## config.mk

```make
export PLATFORM = sky130hd
export DESIGN_NAME = cmp_toggle_top
export DESIGN_NICKNAME = d
export VERILOG_FILES = /design/src/rtl/cmp_toggle_pkg.sv /design/src/rtl/cmp_toggle_ctrl.sv /design/src/rtl/cmp_toggle_dpath.sv /design/src/rtl/cmp_toggle_top.sv
export SDC_FILE = /design/constraint.sdc
export NUM_CORES = 1
export LEC_CHECK = 0
export BUFFER_PORTS_ARGS = -buffer_cell sky130_fd_sc_hd__buf_2
export CAP_MARGIN = 20
export CORE_MARGIN = 3
export CORE_UTILIZATION = 53
export CTS_CLUSTER_SIZE = 30
export DETAILED_ROUTE_END_ITERATION = 10
export GPL_TIMING_DRIVEN = 0
export PLACE_DENSITY = 0.78
export SYNTH_ARGS = -nofsm -noshare
export SYNTH_HDL_FRONTEND = slang
export SYNTH_SLANG_ARGS = --single-unit
export TNS_END_PERCENT = 1
```

## constraint.sdc

```tcl
create_clock -name clk -period 1.8 [get_ports clk]
set_input_delay 0.18 -clock clk [delete_from_list [all_inputs] [get_ports clk]]
set_output_delay 0.18 -clock clk [all_outputs]
set_load 0.03 [all_outputs]
```

## src/rtl/cmp_toggle_pkg.sv

```systemverilog
`timescale 1ns/1ps
package cmp_toggle_pkg;
  localparam int NUM_CMP = 2;
  localparam int NUM_CAP = 2;
  localparam int NUM_SRC = NUM_CMP + NUM_CAP;
  localparam int SEL_W   = 2;
  localparam int CMD_W   = 2;

  typedef enum logic [SEL_W-1:0] {
    SEL_CMP0 = 2'd0,
    SEL_CMP1 = 2'd1,
    SEL_ENA  = 2'd2,
    SEL_CMD  = 2'd3
  } sel_e;

  typedef enum logic [CMD_W-1:0] {
    CMD_INV = 2'd0,
    CMD_SET = 2'd1,
    CMD_CLR = 2'd2,
    CMD_NOP = 2'd3
  } cmd_e;

  // strobes from control to datapath, one cycle each
  typedef struct packed {
    logic [NUM_CMP-1:0] ldCmp;
    logic               ldEna;
    logic               doInv;
    logic               doSet;
    logic               doClr;
  } strobe_t;
endpackage

```

## src/rtl/cmp_toggle_ctrl.sv

```systemverilog
`timescale 1ns/1ps
module cmp_toggle_ctrl
  import cmp_toggle_pkg::*;
(
  input  logic             clk,
  input  logic             rstN,
  input  logic             running,
  input  logic             wrEn,
  input  logic [SEL_W-1:0] wrSel,
  input  logic [CMD_W-1:0] wrCmd,
  output strobe_t          st
);
  logic cmdOk;

  always_comb begin
    st = '0;
    for (int i = 0; i < NUM_CMP; i++) begin
      st.ldCmp[i] = wrEn && (wrSel == SEL_W'(i));
    end
    st.ldEna = wrEn && (sel_e'(wrSel) == SEL_ENA);
    // commands only while the timer is stopped
    cmdOk = wrEn && (sel_e'(wrSel) == SEL_CMD) && !running;
    case (cmd_e'(wrCmd))
      CMD_INV: st.doInv = cmdOk;
      CMD_SET: st.doSet = cmdOk;
      CMD_CLR: st.doClr = cmdOk;
      default: ;
    endcase
  end

  // command writes during a run produce no strobe
  p_busy_ignore_r10: assert property (@(posedge clk) disable iff (!rstN)
    running |-> !(st.doInv || st.doSet || st.doClr));

  // the no-op command code produces no strobe
  p_nop_quiet_r9: assert property (@(posedge clk) disable iff (!rstN)
    (wrEn && wrSel == SEL_CMD && wrCmd == CMD_NOP) |-> !(st.doInv || st.doSet || st.doClr));

  // at most one command strobe at a time
  p_one_cmd_r8: assert property (@(posedge clk) disable iff (!rstN)
    $onehot0({st.doInv, st.doSet, st.doClr}));
endmodule

```

## src/rtl/cmp_toggle_dpath.sv

```systemverilog
`timescale 1ns/1ps
module cmp_toggle_dpath
  import cmp_toggle_pkg::*;
#(
  parameter int CNT_W = 16
)(
  input  logic               clk,
  input  logic               rstN,
  input  logic               running,
  input  logic [CNT_W-1:0]   count,
  input  logic [NUM_CAP-1:0] capPulse,
  input  logic [CNT_W-1:0]   wrData,
  input  strobe_t            st,
  output logic [NUM_CMP-1:0] matchFlag,
  output logic               irqPulse,
  output logic               ffOut
);
  localparam int ENA_W = NUM_SRC;

  logic [CNT_W-1:0]   cmpReg [NUM_CMP];
  logic [NUM_CMP-1:0] hit;
  logic [NUM_CMP-1:0] prevHit;
  logic [NUM_CMP-1:0] rise;
  logic [ENA_W-1:0]   enaReg;
  logic [ENA_W-1:0]   srcEvt;
  logic               anyEvt;
  logic               anyCmd;

  for (genvar i = 0; i < NUM_CMP; i++) begin : g_cmp
    always_ff @(posedge clk or negedge rstN) begin
      if (!rstN)             cmpReg[i] <= '0;
      else if (st.ldCmp[i]) cmpReg[i] <= wrData;
    end

    assign hit[i] = running && (count == cmpReg[i]);

    // a match pulse never lasts two cycles
    p_match_once_r3: assert property (@(posedge clk) disable iff (!rstN)
      matchFlag[i] |=> !matchFlag[i]);
  end

  // first-cycle detection of equality
  assign rise = hit & ~prevHit;

  always_ff @(posedge clk or negedge rstN) begin
    if (!rstN) begin
      prevHit   <= '0;
      matchFlag <= '0;
      irqPulse  <= 1'b0;
    end else begin
      prevHit   <= hit;
      matchFlag <= rise;
      irqPulse  <= |rise;
    end
  end

  always_ff @(posedge clk or negedge rstN) begin
    if (!rstN)         enaReg <= '0;
    else if (st.ldEna) enaReg <= wrData[ENA_W-1:0];
  end

  // source order: compare 0, compare 1, capture 0, capture 1
  assign srcEvt = {capPulse, rise};
  assign anyEvt = |(srcEvt & enaReg);
  assign anyCmd = st.doInv || st.doSet || st.doClr;

  // commands win over hardware events; events collapse into one inversion
  always_ff @(posedge clk or negedge rstN) begin
    if (!rstN)         ffOut <= 1'b0;
    else if (st.doSet) ffOut <= 1'b1;
    else if (st.doClr) ffOut <= 1'b0;
    else if (st.doInv) ffOut <= ~ffOut;
    else if (anyEvt)   ffOut <= ~ffOut;
  end

  // interrupt follows the match flags
  p_irq_any_r5: assert property (@(posedge clk) disable iff (!rstN)
    irqPulse == (|matchFlag));

  // stopped timer reports no match
  p_stopped_quiet_r4: assert property (@(posedge clk) disable iff (!rstN)
    !$past(running) |-> (matchFlag == '0));

  // any number of enabled events gives exactly one inversion
  p_toggle_once_r7: assert property (@(posedge clk) disable iff (!rstN)
    (!anyCmd && anyEvt) |=> (ffOut != $past(ffOut)));

  // without event or command the level holds
  p_hold_r6: assert property (@(posedge clk) disable iff (!rstN)
    (!anyCmd && !anyEvt) |=> $stable(ffOut));

  // set and clear commands decide the level
  p_set_r8: assert property (@(posedge clk) disable iff (!rstN)
    st.doSet |=> ffOut);
  p_clr_r8: assert property (@(posedge clk) disable iff (!rstN)
    st.doClr |=> !ffOut);
  p_inv_r11: assert property (@(posedge clk) disable iff (!rstN)
    st.doInv |=> (ffOut != $past(ffOut)));
endmodule

```

## src/rtl/cmp_toggle_top.sv

```systemverilog
`timescale 1ns/1ps
module cmp_toggle_top
  import cmp_toggle_pkg::*;
#(
  parameter int CNT_W = 16
)(
  input  logic               clk,
  input  logic               rstN,
  input  logic               running,
  input  logic [CNT_W-1:0]   count,
  input  logic [NUM_CAP-1:0] capPulse,
  input  logic               wrEn,
  input  logic [SEL_W-1:0]   wrSel,
  input  logic [CNT_W-1:0]   wrData,
  output logic               irqPulse,
  output logic [NUM_CMP-1:0] matchFlag,
  output logic               ffOut
);
  strobe_t st;

  cmp_toggle_ctrl u_ctrl (
    .clk     (clk),
    .rstN    (rstN),
    .running (running),
    .wrEn    (wrEn),
    .wrSel   (wrSel),
    .wrCmd   (wrData[CMD_W-1:0]),
    .st      (st)
  );

  cmp_toggle_dpath #(.CNT_W(CNT_W)) u_dpath (
    .clk       (clk),
    .rstN      (rstN),
    .running   (running),
    .count     (count),
    .capPulse  (capPulse),
    .wrData    (wrData),
    .st        (st),
    .matchFlag (matchFlag),
    .irqPulse  (irqPulse),
    .ffOut     (ffOut)
  );
endmodule

```

==> impl_metrics.py <==
metrics = {
    "power": {
        "leakage_nw": 1.12,
        "peakVddDrop_mv": 0.551,
        "p_per_area_mw_per_mm2": 997,
    },
    "placement": {
        "gp_congestion": 0.804,
        "dp.cells": 244,
        "hpwlAfterDp_um": 3210,
        "pre_cts_slack_ps": -135,
        "io_buffers": 43,
    },
    "sta": {
        "slew_violations": 0,
        "finalHoldViolCount": 0,
        "tns_ps": 0,
        "slew_headroom_pct": 40.5,
        "period_share_pct": 98.2,
        "holdWs_ps": 0.0662,
        "fin_skew_ps": 9.59,
        "layout_setup_ws_ps": 32.9,
        "worst_pin_slew_ps": 892,
        "final.min_clock_period_ps": 1770,
        "max_freq_mhz": 566,
        "rsz0062_at_grt": "true",
        "finalSetupViolCount": 0,
    },
    "drt": {
        "wl_um": 4260,
        "drc": 0,
        "dr.pass1.iters": 4,
        "drt_iter0_markers": 45,
        "num_vias": 1402,
        "via_per_inst": 5.52,
        "wl_per_cell_um": 16.8,
        "ant_nets": 0,
    },
    "yosys": {
        "ys.flop_type": "dfrtp_1",
        "synthCells": 155,
        "async_flop_share_pct": 100,
        "syn_area_per_cell_sq_um": 12.8,
        "syn_nets": 195,
        "syn-cell-area_sq_mm": 0.00198,
        "synth_edf_count": 0,
        "synth_seq_area_share_pct": 53.0,
        "ys_warn_count": 0,
        "yosysUniqueCellTypes": 33,
        "ys_ff_latch": 42,
    },
    "critical_path": {
        "worstSetupPathType": "flop to flop",
        "cp.arrival_ps": 1980,
        "cp-end-kind": "flop",
        "cp_data_required_time_ps": 2010,
        "path_max_fanout": 2,
        "critPathLaunchType": "flop",
    },
    "floorplan": {
        "dieWidth_um": 67.2,
        "coreArea_sq_mm": 0.00347,
        "start_util_pct": 57.1,
        "io_pins": 44,
        "dieArea_sq_mm": 0.00451,
        "die_y_um": 67.2,
        "num_rows": 21,
    },
    "clocking": {
        "cts_tree": "yes",
        "cts_sinks": 42,
        "cts.path.max_buffers": 2,
        "htreeDepth": 2,
        "cts.reportedPaths.clkPinSlew_ps": 80,
        "cts_buffers": 5,
        "cts.hold.buffers_added": 0,
        "clk_latency_ps": 300,
        "root_buffer": "clkbuf_8",
    },
    "global_routing": {
        "antenna_found_initial": 0,
        "grt_pass1_wl_um": 7020,
        "grt-ovfl-total": 0,
        "grt_pass1_vias": 1523,
        "grt_max_degree": 43,
        "track_usage_pct": 21.9,
    },
    "final_layout": {
        "fin_util_pct": 69.3,
        "syn2layout_area_growth_pct": 21.2,
        "final_cell_mix": "45 x buf_2, 42 x dfrtp_1, 34 x mux2_2",
        "layout_commonest_cell": "buf_2",
        "drive_gt1_share_pct": 46.2,
        "stdcell_count": 254,
        "num-nets-final": 247,
        "antenna_cells": 0,
    },
    "flow_run": {
        "maxCapViolCount": 0,
    },
    "status": {
        "status": "completed",
    },
    "worst_hold_path": {
        "hp-class": "input pin to asynchronous set/reset pin",
    },
}
## critical path, cell delays in order, from the launching register on
cell and delay (ps):
dfrtp_1 390, xor2_1 160, nor4_2 310, nand4_1 210, o31ai_2 300, mux2i_1 110, a311oi_1 200
## path summary, 6_finish.rpt
| path | to | startpoint | depth (start not counted) | slack (ps) |
|---|---|---|---|---|
| worst max-delay path | u_dpath.ffOut | u_dpath.cmpReg[1] | 6 | 30 |
| worst min-delay path | u_dpath.irqPulse | rstN | 1 | 0.07 |
| worst max register to register | u_dpath.ffOut | u_dpath.cmpReg[1] | 6 | 30 |
| worst min register to register | u_dpath.matchFlag[0] | u_dpath.prevHit[0] | 1 | 440 |
| max in group asynchronous | u_dpath.cmpReg[7] | rstN | 1 | 1240 |
| min in group clk | u_dpath.cmpReg[28] | wrData[12] | 3 | 120 |
## what timing repair did
action,4_1_cts,5_1_grt
gates resized for setup,4,4
setup endpoints to repair,2,2
pin swaps,4,7
gates cloned,0,0
buffers inserted,2,0
## report_power, final
| part | internal [mW] | switching, mW |
|---|---|---|
| registers | 1.11 | 0.111 |
| clock network | 0.309 | 0.315 |
| logic | 0.283 | 0.268 |
## metrics by stage
stage | instance area, sq um | power [mW]
3_5_place_dp | 2250 | 1.76
5_1_grt | 2400 | 2.53
3_3_place_gp | 2250 | 1.71
4_1_cts | 2380 | 2.40
2_1_floorplan | 1980 | 1.56
6_report | 2400 | 2.39
## metal layers
metal | wire length (um) | vias up | share of wire (%) | GRT usage (%)
met5 | 0 | - | 0 | 0
met4 | 171 | 0 | 4.0 | 13.2
met3 | 252 | 15 | 5.9 | 7.15
met2 | 2180 | 42 | 51 | 35.3
met1 | 1660 | 693 | 39 | 25.3
li1 | - | 652 | - | -
## sequential cells by signal (all words and copies together), names as in the netlist
name / count
u_dpath.cmpReg: 32
u_dpath.enaReg: 4
u_dpath.ffOut: 1
u_dpath.irqPulse: 1
u_dpath.matchFlag: 2
u_dpath.prevHit: 2
## synth_stat cells, types with 2 or more instances
master	instances	area, sq um
dfrtp_1	42	1050
mux2_2	34	383
buf_2	2	10.0
nor2_1	5	18.8
inv_1	6	22.5
nor4_1	4	25.0
nand3b_1	2	15.0
a21oi_1	2	10.0
nand4_1	3	18.8
xnor2_1	8	70.1
nor3_1	2	10.0
nand2_1	3	11.3
xor2_1	21	184
o21ai_0	2	10.0
## layout make-up
| class | count | area (sq um) |
|---|---|---|
| clock buffers | 7 | 86.3 |
| repair buffers | 45 | 230 |
| well taps | 46 | 57.6 |
| clock inverters | 1 | 5.00 |
| multi-input cells | 104 | 936 |
| flip-flops and latches | 42 | 1050 |
| plain buffers | 3 | 13.8 |
| fillers | 281 | 1070 |
| inverters | 6 | 22.5 |
## cells by family (layout without fill, tap and decap cells)
| group | count (synthesis) | count (layout) | share of synthesized area (%) |
|---|---|---|---|
| DFF | 42 | 42 | 53.0 |
| muxes | 35 | 35 | 19.8 |
| xor gates and xnor gates | 29 | 29 | 12.8 |
| and+or+nand+nor | 27 | 27 | 7.77 |
| AOI/OAI and AO/OA | 13 | 13 | 4.74 |
| buffers and inverters | 9 | 62 | 1.83 |
(Power assumes the default switching activity.)
